`config.mk`:
```
export PLATFORM = sky130hd
export DESIGN_NAME = clkdiv_ratio_ctl
export DESIGN_NICKNAME = d
export VERILOG_FILES = /design/src/rtl/ckdiv_pkg.sv /design/src/rtl/ckdiv_legalize.sv /design/src/rtl/ckdiv_ctlreg.sv /design/src/rtl/ckdiv_strobe.sv /design/src/rtl/clkdiv_ratio_ctl.sv
export SDC_FILE = /design/constraint.sdc
export NUM_CORES = 1
export LEC_CHECK = 0
export ABC_CLOCK_PERIOD_IN_PS = 14100
export BUFFER_PORTS_ARGS = -buffer_cell sky130_fd_sc_hd__clkbuf_2
export CAP_MARGIN = 20
export CORE_MARGIN = 4
export CORE_UTILIZATION = 63
export CTS_BUF_LIST = sky130_fd_sc_hd__clkbuf_8
export CTS_CLUSTER_DIAMETER = 40
export CTS_CLUSTER_SIZE = 12
export DETAILED_ROUTE_END_ITERATION = 7
export PLACE_DENSITY_LB_ADDON = 0.15
export SETUP_SLACK_MARGIN = 0.5
export SLEW_MARGIN = 10
export SYNTH_ARGS = -nofsm -noshare
export SYNTH_HDL_FRONTEND = slang
export SYNTH_HIERARCHICAL = 1
export SYNTH_SLANG_ARGS = --single-unit
```
`constraint.sdc`:
```
create_clock -name clk -period 14.1 [get_ports clk]
set_input_delay 0.705 -clock clk [delete_from_list [all_inputs] [get_ports clk]]
set_output_delay 0.705 -clock clk [all_outputs]
set_load 0.01 [all_outputs]
```
`src/rtl/ckdiv_pkg.sv`:
```
package ckdiv_pkg;
  localparam int EXP_W    = 2;
  localparam int NDOM     = 6;
  localparam int REG_W    = 16;
  localparam int PASS_LSB = 12;

  // Field indices; the clamp chain depends on which field is which.
  localparam int F_PER = 0;
  localparam int F_LCD = 1;
  localparam int F_CPU = 2;
  localparam int F_DSP = 3;
  localparam int F_BUS = 4;
  localparam int F_MMU = 5;

  typedef logic [EXP_W:0] exp_wide_t;

  function automatic exp_wide_t field_of(input logic [REG_W-1:0] v, input int idx);
    return {1'b0, v[idx*EXP_W +: EXP_W]};
  endfunction

  function automatic logic [REG_W-1:0] legalize(input logic [REG_W-1:0] raw);
    exp_wide_t e_per, e_lcd, e_cpu, e_dsp, e_bus, e_mmu;
    exp_wide_t step;
    logic [REG_W-1:0] res;
    step  = exp_wide_t'(1);
    e_per = field_of(raw, F_PER);
    e_lcd = field_of(raw, F_LCD);
    e_cpu = field_of(raw, F_CPU);
    e_dsp = field_of(raw, F_DSP);
    e_bus = field_of(raw, F_BUS);
    e_mmu = field_of(raw, F_MMU);
    if (e_mmu < e_dsp)        e_mmu = e_dsp;
    if (e_mmu > e_dsp + step) e_mmu = e_dsp + step;
    if (e_bus < e_cpu)        e_bus = e_cpu;
    if (e_bus < e_mmu)        e_bus = e_mmu;
    if (e_lcd < e_bus)        e_lcd = e_bus;
    if (e_per < e_bus)        e_per = e_bus;
    res = '0;
    res[REG_W-1:PASS_LSB]      = raw[REG_W-1:PASS_LSB];
    res[F_PER*EXP_W +: EXP_W]  = e_per[EXP_W-1:0];
    res[F_LCD*EXP_W +: EXP_W]  = e_lcd[EXP_W-1:0];
    res[F_CPU*EXP_W +: EXP_W]  = e_cpu[EXP_W-1:0];
    res[F_DSP*EXP_W +: EXP_W]  = e_dsp[EXP_W-1:0];
    res[F_BUS*EXP_W +: EXP_W]  = e_bus[EXP_W-1:0];
    res[F_MMU*EXP_W +: EXP_W]  = e_mmu[EXP_W-1:0];
    return res;
  endfunction
endpackage

```
`src/rtl/ckdiv_legalize.sv`:
```
module ckdiv_legalize
  import ckdiv_pkg::*;
(
  input  logic [REG_W-1:0] raw_i,
  output logic [REG_W-1:0] legal_o
);
  assign legal_o = legalize(raw_i);
endmodule

```
`src/rtl/ckdiv_ctlreg.sv`:
```
module ckdiv_ctlreg #(
  parameter int          WIDTH     = 16,
  parameter logic [15:0] RESET_VAL = 16'h0000
) (
  input  logic             clk,
  input  logic             rst_n,
  input  logic             we_i,
  input  logic [WIDTH-1:0] d_i,
  output logic [WIDTH-1:0] q_o
);
  always_ff @(posedge clk) begin
    if (!rst_n)    q_o <= WIDTH'(RESET_VAL);
    else if (we_i) q_o <= d_i;
  end
endmodule

```
`src/rtl/ckdiv_strobe.sv`:
```
module ckdiv_strobe #(
  parameter int EXP_W = 2
) (
  input  logic             clk,
  input  logic             rst_n,
  input  logic             load_i,
  input  logic [EXP_W-1:0] new_exp_i,
  input  logic [EXP_W-1:0] cur_exp_i,
  output logic             tick_o
);
  localparam int CNT_W = (1 << EXP_W) - 1;

  function automatic logic [CNT_W-1:0] period_top(input logic [EXP_W-1:0] e);
    logic [CNT_W:0] pw;
    pw = (CNT_W+1)'(1) << e;
    return CNT_W'(pw - (CNT_W+1)'(1));
  endfunction

  logic [CNT_W-1:0] cnt_q;

  always_ff @(posedge clk) begin
    if (!rst_n)              cnt_q <= '0;
    else if (load_i)         cnt_q <= period_top(new_exp_i);
    else if (cnt_q == '0)    cnt_q <= period_top(cur_exp_i);
    else                     cnt_q <= cnt_q - CNT_W'(1);
  end

  assign tick_o = (cnt_q == '0);
endmodule

```
`src/rtl/clkdiv_ratio_ctl.sv`:
```
module clkdiv_ratio_ctl
  import ckdiv_pkg::*;
(
  input  logic             clk,
  input  logic             rst_n,
  input  logic             wr_en_i,
  input  logic [15:0]      wr_data_i,
  output logic [15:0]      rd_data_o,
  output logic [5:0]       tick_o
);
  logic [REG_W-1:0] legal_w;
  logic [REG_W-1:0] stored_q;
  logic [NDOM-1:0]  field_load;

  ckdiv_legalize u_legal (
    .raw_i   (wr_data_i),
    .legal_o (legal_w)
  );

  ckdiv_ctlreg #(.WIDTH(REG_W), .RESET_VAL(16'h0000)) u_reg (
    .clk   (clk),
    .rst_n (rst_n),
    .we_i  (wr_en_i),
    .d_i   (legal_w),
    .q_o   (stored_q)
  );

  for (genvar d = 0; d < NDOM; d++) begin : g_dom
    assign field_load[d] = wr_en_i &&
      (legal_w[d*EXP_W +: EXP_W] != stored_q[d*EXP_W +: EXP_W]);

    ckdiv_strobe #(.EXP_W(EXP_W)) u_strobe (
      .clk       (clk),
      .rst_n     (rst_n),
      .load_i    (field_load[d]),
      .new_exp_i (legal_w[d*EXP_W +: EXP_W]),
      .cur_exp_i (stored_q[d*EXP_W +: EXP_W]),
      .tick_o    (tick_o[d])
    );
  end

  assign rd_data_o = stored_q;
endmodule

```
# Word level (Yosys, flattened, before mapping)
# Cells that the tools add are included.
[classes] n_eq_ne=6 add_sub_neg=19 n_shift=12 n_mux=18 magnitude_cmp=6 reduce_logical=12
[ops] cell="subtractor 3 x 1 -> 3 bit (second input constant)" n=18
[ops] cell="2-to-1 mux 3 bit" n=14
[ops] cell="left shift 1 x 2 -> 3 bit (first input constant)" n=12
[ops] cell="logical NOT 3 bit" n=6
[ops] cell="!= test 2 bit" n=6
[ops] cell="less-than comparator 2 x 3 -> 1 bit" n=3
[ops] cell="2-to-1 mux 2 bit" n=4
[ops] cell="logical AND 1 bit" n=6
[ops] cell="less-than comparator 2 bit" n=2
[ops] cell="adder 2 x 1 -> 3 bit (second input constant)" n=1
[ops] cell="> comparator 2 x 3 -> 1 bit" n=1
[word_totals] inputBits=19 output_inout_bits=22 ff_bits=34

# Logic depth before layout (Yosys ltp)
# Gate-level depths: netlist (run 1).
[logic_depth] ltp_word=11 depth_mapped=26 ltp_nobuf=26

# Cells and area by module
# The synthesis (run 1) kept the hierarchy.
[by_module_without_submodules] module="ckdiv_strobe" cells_per_inst=21 area_each_um2=186.4 instances=6 seq_area_each_um2=60.1
[by_module_without_submodules] module="ckdiv_ctlreg" cells_per_inst=51 area_each_um2=615.6 instances=1 seq_area_each_um2=320.3
[by_module_without_submodules] module="ckdiv_legalize" cells_per_inst=60 area_each_um2=461.7 instances=1 seq_area_each_um2=0.0
[by_module_without_submodules] module="clkdiv_ratio_ctl" cells_per_inst=18 area_each_um2=150.1 instances=1 seq_area_each_um2=0.0

# Worst setup path after synthesis (run 1)
# No wires, ideal clock.
[synth_path] path_kind="input to register" startpoint="in wr_data_i[7]" endpoint="reg g_dom[1].u_strobe.cnt_q[2]" path_slack_ns=8.998 setup_ns=0.121 path_stages=26 t_arrival_ns=4.981 t_required_ns=13.979 path_cell_list="inv_1 > ha_1 > nand2b_1 > a2bb2oi_1 > ha_1 > a21oi_1 > o21ai_2 > nand2_1 > o21ai_0 > ha_1 > a211oi_1 > o21ai_1 > o22ai_2 > mux2i_2 > inv_1 > ha_1 > a21oi_1 > o21ai_2 > mux2_4 > xnor2_1 > a21boi_1 > o21ai_0 > o31ai_1 > ha_1 > nand2b_1 > mux2i_1"
[synth_via] elab_chain_cells=11
[synth_lines] item="from (decl)" line="clkdiv_ratio_ctl.sv:7" rtl="input logic [15:0] wr_data_i,"
[synth_lines] item="less-than comparator 2 bit" line="ckdiv_pkg.sv:32" rtl="if (e_mmu < e_dsp) e_mmu = e_dsp;"
[synth_lines] item="2-to-1 mux 2 bit" line="ckdiv_pkg.sv:32"
[synth_lines] item="> comparator 2 x 3 -> 1 bit" line="ckdiv_pkg.sv:33" rtl="if (e_mmu > e_dsp + step) e_mmu = e_dsp + step;"
[synth_lines] item="2-to-1 mux 3 bit (*)" line="ckdiv_pkg.sv:33"
[synth_lines] item="less-than comparator 2 x 3 -> 1 bit" line="ckdiv_pkg.sv:35" rtl="if (e_bus < e_mmu) e_bus = e_mmu;"
[synth_lines] item="2-to-1 mux 3 bit (*)" line="ckdiv_pkg.sv:35"
[synth_lines] item="net legal_w[9]" line="clkdiv_ratio_ctl.sv:11" rtl="logic [REG_W-1:0] legal_w;"
[synth_lines] item="less-than comparator 2 x 3 -> 1 bit" line="ckdiv_pkg.sv:36" rtl="if (e_lcd < e_bus) e_lcd = e_bus;"
[synth_lines] item="2-to-1 mux 2 bit (*)" line="ckdiv_pkg.sv:36"
[synth_lines] item="net legal_w[3]" line="clkdiv_ratio_ctl.sv:11"
[synth_lines] item="!= test 2 bit (*)" line="clkdiv_ratio_ctl.sv:30" rtl="(legal_w[d*EXP_W +: EXP_W] != stored_q[d*EXP_W +: EXP_W]);"
[synth_lines] item="logical AND 1 bit (*)" line="clkdiv_ratio_ctl.sv:29" rtl="assign field_load[d] = wr_en_i &&"
[synth_lines] item="net field_load[1]" line="clkdiv_ratio_ctl.sv:13" rtl="logic [NDOM-1:0] field_load;"
[synth_lines] item="2-to-1 mux 3 bit (*)" line="ckdiv_strobe.sv:23" rtl="else if (load_i) cnt_q <= period_top(new_exp_i);"
[synth_lines] item="to (signal assigned)" line="ckdiv_strobe.sv:23"
[synth_lines] item="to (signal assigned)" line="ckdiv_strobe.sv:24" rtl="else if (cnt_q == '0) cnt_q <= period_top(cur_exp_i);"
[synth_lines] item="to (signal assigned)" line="ckdiv_strobe.sv:25" rtl="else cnt_q <= cnt_q - CNT_W'(1);"
[synth_lines] item="to (decl)" line="ckdiv_strobe.sv:19" rtl="logic [CNT_W-1:0] cnt_q;"
# The timed path passes the listed nets; every way through them passes the cells marked *.
# A chain may end at the register's enable or synchronous reset.

# Worst setup path in the final report (run 1)
[layout_path] startpoint="in wr_data_i[7]" endpoint="reg g_dom[0].u_strobe.cnt_q[2]"
[layout_via] elab_chain_cells=11
[layout_lines] item="less-than comparator 2 bit" line="ckdiv_pkg.sv:32"
[layout_lines] item="2-to-1 mux 2 bit" line="ckdiv_pkg.sv:32"
[layout_lines] item="> comparator 2 x 3 -> 1 bit" line="ckdiv_pkg.sv:33"
[layout_lines] item="2-to-1 mux 3 bit (*)" line="ckdiv_pkg.sv:33"
[layout_lines] item="less-than comparator 2 x 3 -> 1 bit" line="ckdiv_pkg.sv:35"
[layout_lines] item="2-to-1 mux 3 bit (*)" line="ckdiv_pkg.sv:35"
[layout_lines] item="net legal_w[9]" line="clkdiv_ratio_ctl.sv:11"
[layout_lines] item="less-than comparator 2 x 3 -> 1 bit" line="ckdiv_pkg.sv:37" rtl="if (e_per < e_bus) e_per = e_bus;"
[layout_lines] item="2-to-1 mux 2 bit (*)" line="ckdiv_pkg.sv:37"
[layout_lines] item="net legal_w[1]" line="clkdiv_ratio_ctl.sv:11"
[layout_lines] item="!= test 2 bit (*)" line="clkdiv_ratio_ctl.sv:30"
[layout_lines] item="logical AND 1 bit (*)" line="clkdiv_ratio_ctl.sv:29"
[layout_lines] item="net field_load[0]" line="clkdiv_ratio_ctl.sv:13"
[layout_lines] item="2-to-1 mux 3 bit (*)" line="ckdiv_strobe.sv:23"
[layout_lines] item="to (signal assigned)" line="ckdiv_strobe.sv:23"
[layout_lines] item="to (signal assigned)" line="ckdiv_strobe.sv:24"
[layout_lines] item="to (signal assigned)" line="ckdiv_strobe.sv:25"
[layout_lines] item="to (decl)" line="ckdiv_strobe.sv:19"
# Marked as above.

==> results.ini, run 1 <==
[outcome]
outcome=finished clean

[yosys]
synth.area.top_cells=dfxtp_1 (29%), mux2i_1 (9.4%), ha_1 (8.5%)
syn_area_per_cell_um2=9.200
synthAdderAreaFrac_pct=8.533
synth_compound_area_share_pct=16.85
synth_top_family_by_area=simple AND/OR/NAND/NOR gates
seq_area_frac_synth_pct=29.01
yosysMostFrequentCell=dfxtp_1
yosys.area.top_type_share_pct=29.01
synth-xor-area-share_pct=4.480
synth_edf_count=0
synthTopCellsByCount=dfxtp_1 (34), nor2b_1 (23), mux2i_1 (22)
synthFlopType=dfxtp_1
syn_nets=290
synthSimpleGateAreaFrac_pct=21.97
ys_warn_count=6
netlist.top_cell.by_area=dfxtp_1
synth.mux.area_fraction_pct=11.89
synthArstFlopShare_pct=0
synth-seq-cells=34
syn_inst=255
ys_types=33
synth.cell_area_um2=2346

[layout]
area_growth_syn_to_layout_pct=10.29
drive_gt1_share_pct=21.99
diodes=0
nets=326

[global_routing]
grt_use_met2_pct=30.83
grt_pass1_vias=1746
grt_pass1_wl_mm=7.493
antenna_found_initial=0
met3_usage_pct=3.779
top_usage_layer=met2
overflow=0
grt_use_total_pct=18.82
grt_max_degree=41
grt.met1_usage_pct=23.71

[placed_design]
gp_congestion=0.7596
hpwlAfterDp_mm=3.226
dp_slack_ps=8315
io_buffer_count=40

[critical_path]
reg2reg_slack_ps=12330
cp_slowest_stage_delay_ps=410
cp_max_fo=8
crit_top_cell=ha_1
crit_type=input pin to flip-flop
required_ps=14280
arrival_ps=5700
slowest_stage=mux2i_2
endpoint_kind=flip-flop
start_kind=input pin

[clock_network]
cts_num_sinks=34
clock_path_buffers=2
cts_root_buf=clkbuf_8
ctsResizeCount=0
htree_levels=2
ctsHoldBuffers=0
clk_latency_ps=280
cts_tree=yes
cts_made_buffers=5
clkTransAtPathRegs_ps=70
cts_setup_buffers=0

[flow_run]
max-cap-violations=0

[pwr]
power_density_nw_per_um2=141.9
p_int_w=0.0002293
vdd_drop_max_mv=0.09125
pwr-share-seq_pct=38.6
combPwrFrac_pct=43.2
netSwitchingPower_w=0.0001380
clkPwrFrac_pct=18.3
cellLeakagePower_nw=1.173
p_sw_share_pct=37.57

[detailed_routing]
drtAntennaViolNets=0
routed_via_density=5.525
wirelength_mm=4.393
wl_per_cell_um=13.04
vias=1862
drt_iter0_markers=143
drc=0
firstDrtPassIters=4

[timing]
slew_headroom_pct=56.09
max_freq_mhz=180.9
fin_tns_setup_ps=0
finalHoldViolations=0
fin_crit_ps=5528
rsz0062_at_grt=false
worstMarginPinSlew_ps=658.6
min_period_over_period_pct=39.20
setup_ws_ps=8572
maxSlewViolCount=0
fin_worst_skew_ps=4.574
setup_viol_count_final=0

[hold_path]
hp-class=flip-flop to flip-flop

[die]
start_util_pct=67.64
die_area_um2=4764
boundaryPins=41
die_w_um=69.03
die_h_um=69.03
core_area_um2=3468
rows=21

power by group through the flow:
stage                     clock [W]  combinational, W  sequential (W)
after CTS                 0.0000697          0.000159        0.000141
after floorplan                   0          0.000124        0.000140
after global placement            0          0.000153        0.000143
final                     0.0000671          0.000158        0.000142
after global routing      0.0000741          0.000178        0.000145
after detailed placement          0          0.000158        0.000143
area by class of cell:
type	count	area [µm²]
Tap cell	46	57.56
Inverter	20	75.07
Fill cell	279	880.8
Multi-Input combinational cell	190	1495
Clock inverter	2	10.01
Clock buffer	5	68.82
Sequential cell	34	680.7
Timing Repair Buffer	40	200.2
metrics by stage:
stage / std cells / hold slack (ps) / util [%] / power, W / cell area [µm²]
after floorplan: 255 / 538.3 / - / 0.0002634 / 2346
after global placement: 330 / 496.0 / 72.33 / 0.0002959 / 2509
after detailed placement: 330 / 509.9 / 72.33 / 0.0003012 / 2509
after CTS: 337 / 526.8 / 74.60 / 0.0003701 / 2587
after global routing: 337 / 564.3 / 74.60 / 0.0003974 / 2587
final: 337 / 522.5 / 74.60 / 0.0003672 / 2587
flip-flops by register name, summed over array words and instances (netlist names):
register	count
g_dom.u_strobe/cnt_q	18
u_reg/q_o	16
worst paths after layout:
check,startpoint,to,depth (start not counted)
worst max-delay path,wr_data_i[7],g_dom[0].u_strobe/cnt_q[2],27
worst min register to register,u_reg/q_o[13],u_reg/q_o[13],2
worst min-delay path,u_reg/q_o[13],u_reg/q_o[13],2
worst max register to register,u_reg/q_o[8],g_dom[4].u_strobe/cnt_q[2],7
metal layers:
metal  wire length (µm)  up-vias  part of all wire [%]
li1                   -      971                     -
met1               1980      843                    45
met2               2175       40                    50
met3                159        8                   3.6
met4                 77        0                   1.8
met5                  0        -                     0
worst max-delay path: cells and delay by family:
kind | cells | cell delay [ps]
simple gates | 3 | 320
buf+inv | 3 | 350
compound gates | 12 | 2020
xor+xnor | 1 | 130
fa+ha+maj | 5 | 1350
mux | 3 | 830
cell usage in the layout (no fill, tap or decap), drive strengths merged, types with 2 or more instances in the layout:
cell type / n
a21boi: 6
a21oi: 4
a22oi: 6
and2: 7
clkbuf: 45
clkinv: 2
dfxtp: 34
ha: 16
inv: 20
mux2: 3
mux2i: 23
nand2: 7
nand2b: 14
nor2: 7
nor2b: 23
nor3: 6
nor4: 6
nor4b: 6
o21ai: 21
o22ai: 2
o31ai: 12
or4b: 6
xnor2: 12
logic make-up after synthesis:
kind of cell	Yosys count
multiplexers	26
buffers and inverters	31
AO/OA/AOI/OAI	53
flip-flops	34
AND/OR/NAND/NOR	83
adder cells (fa/ha/maj)	16
XOR/XNOR	12
Note: power is estimated with default switching activity, not from simulation.
==> run 2, diff against run 1 <==
Settings changed: ABC_AREA set to 1, ABC_CLOCK_PERIOD_IN_PS 14100 to 5300, CORE_UTILIZATION 63 to 59.
Clock period 14.1 ns to 5.3 ns, I/O delays scaled along.
==> run 2 against run 1 <==
  * Clock skew up 0.75 ps
  * Largest cell class unchanged
  * Sequential share of layout area down 2.4 points
  * Cell area up 10%
==> results.ini, run 2 <==
[yosys]
yosys.area.top_type_share_pct=25.99  ; -3.0 points
ys_warn_count=6  ; unchanged
synthAdderAreaFrac_pct=7.645  ; -0.89 points
syn_nets=484  ; +67%
seq_area_frac_synth_pct=25.99  ; -3.0 points
synthTopCellsByCount=nand2_1 (119), inv_1 (101), nor2_1 (48)
synth_top_family_by_area=simple AND/OR/NAND/NOR gates
synth.mux.area_fraction_pct=0  ; -12 points
synth.area.top_cells=dfxtp_1 (26%), nand2_1 (17%), inv_1 (14%)
synth_edf_count=0  ; unchanged
syn_inst=449  ; +76%
synthArstFlopShare_pct=0  ; unchanged
synth-seq-cells=34  ; unchanged
yosysMostFrequentCell=nand2_1
ys_types=22  ; -33%
syn_area_per_cell_um2=5.832  ; -37%
synth-xor-area-share_pct=0  ; -4.5 points
synth_compound_area_share_pct=9.030  ; -7.8 points
netlist.top_cell.by_area=dfxtp_1
synth.cell_area_um2=2619  ; +12%
synthSimpleGateAreaFrac_pct=36.50  ; +15 points
synthFlopType=dfxtp_1

[die]
die_w_um=74.62  ; +8.1%
rows=23  ; +9.5%
start_util_pct=63.19  ; -4.4 points
core_area_um2=4144  ; +19%
die_h_um=74.62  ; +8.1%
boundaryPins=41  ; unchanged
die_area_um2=5568  ; +17%

[pwr]
p_sw_share_pct=43.37  ; +5.8 points
combPwrFrac_pct=50.2  ; +7.0 points
power_density_nw_per_um2=368.2  ; +160%
cellLeakagePower_nw=1.732  ; +48%
p_int_w=0.0005945  ; +160%
netSwitchingPower_w=0.0004554  ; +230%
clkPwrFrac_pct=16.8  ; -1.5 points
pwr-share-seq_pct=33.1  ; -5.5 points
vdd_drop_max_mv=0.1881  ; +110%

[layout]
top_regs=g_dom.u_strobe/cnt_q (18), u_reg/q_o (16)
post-route-util_pct=68.81  ; -5.8 points
final_common_cell=nand2_1
area_growth_syn_to_layout_pct=8.887
final_cell_mix=nand2_1 (119), inv_1 (103), nor2_1 (48)
diodes=0  ; unchanged
largest_reg_flops=18  ; unchanged
drive_gt1_share_pct=16.15  ; -5.8 points
final_cells=533  ; +58%
top_register=g_dom.u_strobe/cnt_q
nets=518  ; +59%

[timing]
fin_crit_ps=4290
fin_tns_setup_ps=0  ; unchanged
maxSlewViolCount=0  ; unchanged
fin_worst_skew_ps=5.324  ; +0.7496 ps
min_period_over_period_pct=80.94
max_freq_mhz=233.1
setup_viol_count_final=0  ; unchanged
rsz0062_at_grt=false
setup_ws_ps=1010  ; -7562 ps
finalHoldViolations=0  ; unchanged
slew_headroom_pct=57.85  ; +1.8 points
worstMarginPinSlew_ps=632.2  ; -26.45 ps

[hold_path]
hp-class=input pin to flip-flop
min_path_cells=5  ; +3

[critical_path]
slowest_stage=ha_1
cp_max_fo=9  ; +1
endpoint_kind=flip-flop
r2r_start=u_reg/q_o[9]
reg2reg_slack_ps=3600  ; -8730 ps
required_ps=5480  ; -8800 ps
crit_type=input pin to flip-flop
r2r_cells=12  ; +5
critPathLaunch=wr_data_i[7]
rr_endpoint=g_dom[4].u_strobe/cnt_q[2]
start_kind=input pin
cp_slowest_stage_delay_ps=340  ; -70 ps
critPathCapture=g_dom[0].u_strobe/cnt_q[2]
arrival_ps=4470  ; -1230 ps

[clock_network]
cts_root_buf=clkbuf_8
htree_levels=2  ; unchanged
clk_latency_ps=290  ; about the same
ctsResizeCount=0  ; unchanged
cts_num_sinks=34  ; unchanged
cts_tree=yes
clock_path_buffers=2  ; unchanged
cts_made_buffers=5  ; unchanged
ctsHoldBuffers=0  ; unchanged
cts_setup_buffers=0  ; unchanged
clkTransAtPathRegs_ps=60  ; about the same

[placed_design]
dp_slack_ps=726.1  ; -7589 ps
place_inst=526  ; +59%
io_buffer_count=40  ; unchanged
hpwlAfterDp_mm=4.055  ; +26%
gp_congestion=0.8045  ; +5.9%

[flow_run]
max-cap-violations=0  ; unchanged

[detailed_routing]
wl_per_cell_um=9.991  ; -23%
drtAntennaViolNets=0  ; unchanged
wirelength_mm=5.325  ; +21%
firstDrtPassIters=4  ; unchanged
vias=2567  ; +38%
drc=0  ; unchanged
routed_via_density=4.816  ; -13%
drt_iter0_markers=103  ; -28%

[global_routing]
grt_use_total_pct=20.66  ; +1.8 points
overflow=0  ; unchanged
grt_pass1_vias=2308  ; +32%
grt_max_degree=34  ; -17%
antenna_found_initial=0  ; unchanged
grt_pass1_wl_mm=9.108  ; +22%

[outcome]
outcome=finished clean

==> run 2: cell count changes in the layout (fill, tap and decap cells not counted), sizes merged, moves of 16 or more <==
cell and delta:
a21oi +16, nor2b -23, mux2i -23, nand3 +36, inv +95, nand2 +126, nor2 +44
==> run 2: cell families after synthesis <==
group | after synthesis
buffers and inverters | 130
AOI/OAI and AO/OA | 43
DFF | 34
adders and majority gates | 16
and+or+nand+nor | 226
==> run 2: power by group through the flow <==
stage	clock network [W]	logic [W]	registers [W]
2_1_floorplan	0	0.000410	0.000350
3_3_place_gp	0	0.000505	0.000351
3_5_place_dp	0	0.000526	0.000352
4_1_cts	0.000182	0.000529	0.000347
5_1_grt	0.000193	0.000621	0.000354
6_report	0.000176	0.000527	0.000347
==> run 2: stage by stage <==
stage	total power, W	cell area [µm²]	hold slack, ps
finish	0.001050	2851	255.5
global route	0.001168	2851	293.3
CTS	0.001058	2851	259.3
detailed placement	0.0008789	2775	466.2
global placement	0.0008562	2775	460.2
floorplan	0.0007602	2619	385.7
==> run 2: routing by layer <==
| metal | vias up | share of wire, % | global-route usage (%) |
|---|---|---|---|
| li1 | 1397 | - | - |
| met1 | 1117 | 45 | 23.24 |
| met2 | 47 | 50 | 38.63 |
| met3 | 6 | 4.3 | 4.806 |
| met4 | 0 | 0.90 | 5.929 |
| met5 | - | 0 | 0 |
==> run 2: worst max-delay path, delay by kind of cell <==
| kind | cells | cell delay [ps] |
|---|---|---|
| AOI/OAI and AO/OA | 3 | 670 |
| adders and majority gates | 5 | 1420 |
| buffers and inverters | 8 | 710 |
| and+or+nand+nor | 17 | 1420 |
==> run 2: worst min-delay path by stage <==
stage | start | endpoint
floorplan | rst_n | g_dom[0].u_strobe/cnt_q[2]
global placement | u_reg/q_o[15] | u_reg/q_o[15]
detailed placement | u_reg/q_o[12] | u_reg/q_o[12]
CTS | wr_data_i[15] | u_reg/q_o[15]
global route | wr_data_i[12] | u_reg/q_o[12]
finish | wr_data_i[15] | u_reg/q_o[15]
==> run 2: final cells by class <==
| cell class | instances | area [µm²] |
|---|---|---|
| fill | 379 | 1292 |
| tap | 50 | 62.56 |
| sequential | 34 | 680.7 |
| multi-input combinational | 285 | 1393 |
| inverter | 117 | 439.2 |
| clock inverter | 2 | 7.507 |
| clock buffer | 5 | 68.82 |
| timing repair buffer | 40 | 200.2 |
==> run 3, diff against run 2 <==
Settings changed: ABC_CLOCK_PERIOD_IN_PS 5300 to 3780, CORE_UTILIZATION 59 to 53.
Clock period 5.3 ns to 3.78 ns, I/O delays scaled along.
==> run 3 against run 2 <==
  * Wire length up 16%
  * Via count up 6.3%
  * Die area up 10%
  * Global-route usage down 1.3 points
  * Clock skew up 0.73 ps
  * Setup slack worse by 650 ps
  * Cell area up 19%
  * Highest routed layer unchanged
==> results.ini, run 3 (synthesis results as in run 2) <==
[clock_network]
cts_root_buf=clkbuf_8
cts_tree=yes
clkTransAtPathRegs_ps=70  ; about the same
cts_num_sinks=34  ; unchanged
clk_latency_ps=280  ; about the same
clock_path_buffers=2  ; unchanged
ctsHoldBuffers=0  ; unchanged
cts_made_buffers=5  ; unchanged
htree_levels=2  ; unchanged

[layout]
top_regs=g_dom.u_strobe/cnt_q (18), u_reg/q_o (16)
nets=545  ; +5.2%
diodes=0  ; unchanged
top_register=g_dom.u_strobe/cnt_q
final_area_um2=3405  ; +19%
largest_reg_flops=18  ; unchanged
area_growth_syn_to_layout_pct=30.00
final_cell_mix=nand2_1 (103), inv_1 (90), nor2_1 (47)
drive_gt1_share_pct=30.53  ; +14 points
final_common_cell=nand2_1

[die]
start_util_pct=55.08  ; -8.1 points
die_w_um=78.29  ; +4.9%
rows=25  ; +8.7%
core_area_um2=4755  ; +15%
die_h_um=78.29  ; +4.9%
die_area_um2=6129  ; +10%
boundaryPins=41  ; unchanged

[pwr]
cellLeakagePower_nw=1.915  ; +11%
power_density_nw_per_um2=526.9  ; +43%
power_w=0.001794  ; +71%
vdd_drop_max_mv=0.3719  ; +98%

[placed_design]
gp_congestion=0.8418  ; +4.6%
hpwlAfterDp_mm=4.090  ; +0.86%
post_dp_cell_area_um2=2939  ; +5.9%
dp_slack_ps=-77.05  ; -803.1 ps
io_buffer_count=40  ; unchanged

[timing]
maxSlewViolCount=0  ; unchanged
min_period_over_period_pct=90.45
setup_viol_count_final=0  ; unchanged
setup_ws_ps=361.1  ; -649.1 ps
slew_headroom_pct=55.80  ; -2.1 points
max_freq_mhz=292.5
rsz0062_at_grt=true
fin_crit_ps=3419
finalHoldViolations=0  ; unchanged
fin_worst_skew_ps=6.052  ; +0.7284 ps
worstMarginPinSlew_ps=663.1  ; +30.89 ps

[detailed_routing]
drc=0  ; unchanged
drt_iter0_markers=93  ; -9.7%
vias=2729  ; +6.3%
drtAntennaViolNets=0  ; unchanged
wirelength_mm=6.156  ; +16%
firstDrtPassIters=4  ; unchanged
routed_via_density=4.721  ; -2.0%
wl_per_cell_um=10.65  ; +6.6%

[global_routing]
overflow=0  ; unchanged
grt_pass1_wl_mm=9.729  ; +6.8%
grt_max_degree=34  ; unchanged
grt_use_total_pct=19.41  ; -1.3 points
antenna_found_initial=0  ; unchanged
grt_pass1_vias=2374  ; +2.9%

[critical_path]
cp_slowest_stage_delay_ps=250  ; -90 ps
arrival_ps=3590  ; -880 ps
crit_type=input pin to flip-flop
slowest_stage=ha_4
cp_max_fo=4  ; -5
required_ps=3950  ; -1530 ps
endpoint_kind=flip-flop
crit_top_cell=nand2_2
start_kind=input pin

[outcome]
outcome=finished clean

[flow_run]
max-cap-violations=0  ; unchanged

[hold_path]
hp-class=input pin to flip-flop

-- run 3: cell types whose count changed in the layout (fill, tap and decap cells not counted), moves of 6 or more --
cell	before	now
nand2_2	13	26
ha_4	0	9
o21ai_0	14	8
nand2_1	119	103
buf_4	0	26
nand3_1	36	29
nand3_2	0	7
ha_1	16	7
inv_1	103	90
inv_2	12	21
-- run 3: final cells by class --
cell class                      count  area, µm²
Inverter                          117      459.2
Sequential cell                    34      680.7
Clock buffer                        6      82.58
Multi-Input combinational cell    285       1643
Tap cell                           67      83.83
Fill cell                         405       1350
Timing Repair Buffer               67      446.7
Clock inverter                      2      8.758
-- run 3: final timing paths --
check | from | end | slack, ps | cells after the start
max | wr_data_i[7] | g_dom[0].u_strobe/cnt_q[2] | 360 | 36
max reg2reg | u_reg/q_o[6] | g_dom[3].u_strobe/cnt_q[2] | 2090 | 12
min reg2reg | u_reg/q_o[15] | u_reg/q_o[15] | 480 | 2
min | wr_data_i[13] | u_reg/q_o[13] | 170 | 5
-- run 3: metrics by stage --
step / utilization [%] / hold WS [ps] / instances / setup TNS [ps]
detailed placement: 61.82 / 470.6 / 548 / -163.5
CTS: 67.63 / 168.9 / 570 / 0
floorplan: - / 302.8 / 449 / 0
finish: 71.61 / 173.7 / 578 / 0
global placement: 61.82 / 459.1 / 548 / 0
global route: 71.61 / 199.7 / 578 / 0
-- run 3: per-layer routing --
layer | global-route usage, % | share of wire, %
met5 | 0 | 0
met4 | 6.643 | 2.1
met3 | 4.014 | 4.1
met2 | 34.76 | 49
met1 | 22.90 | 45
-- run 3: power breakdown --
group	switching (W)	internal, W	total (W)
clock network	0.000132	0.000144	0.000276
registers	0.0000496	0.000438	0.000488
logic	0.000591	0.000439	0.00103
-- run 3: what timing repair did --
item / in CTS / in global routing
pin swaps: 19 / 11
endpoints found under the setup margin: 4 / 8
hold endpoints to repair: 0 / 0
buffers inserted: 14 / 8
resized for setup: 17 / 33
-- run 3: worst max-delay path: cells and delay by family --
family | cells | cell delay (ps)
AO/OA/AOI/OAI | 2 | 410
buffers and inverters | 10 | 780
AND/OR/NAND/NOR | 20 | 1420
adder cells (fa/ha/maj) | 4 | 810
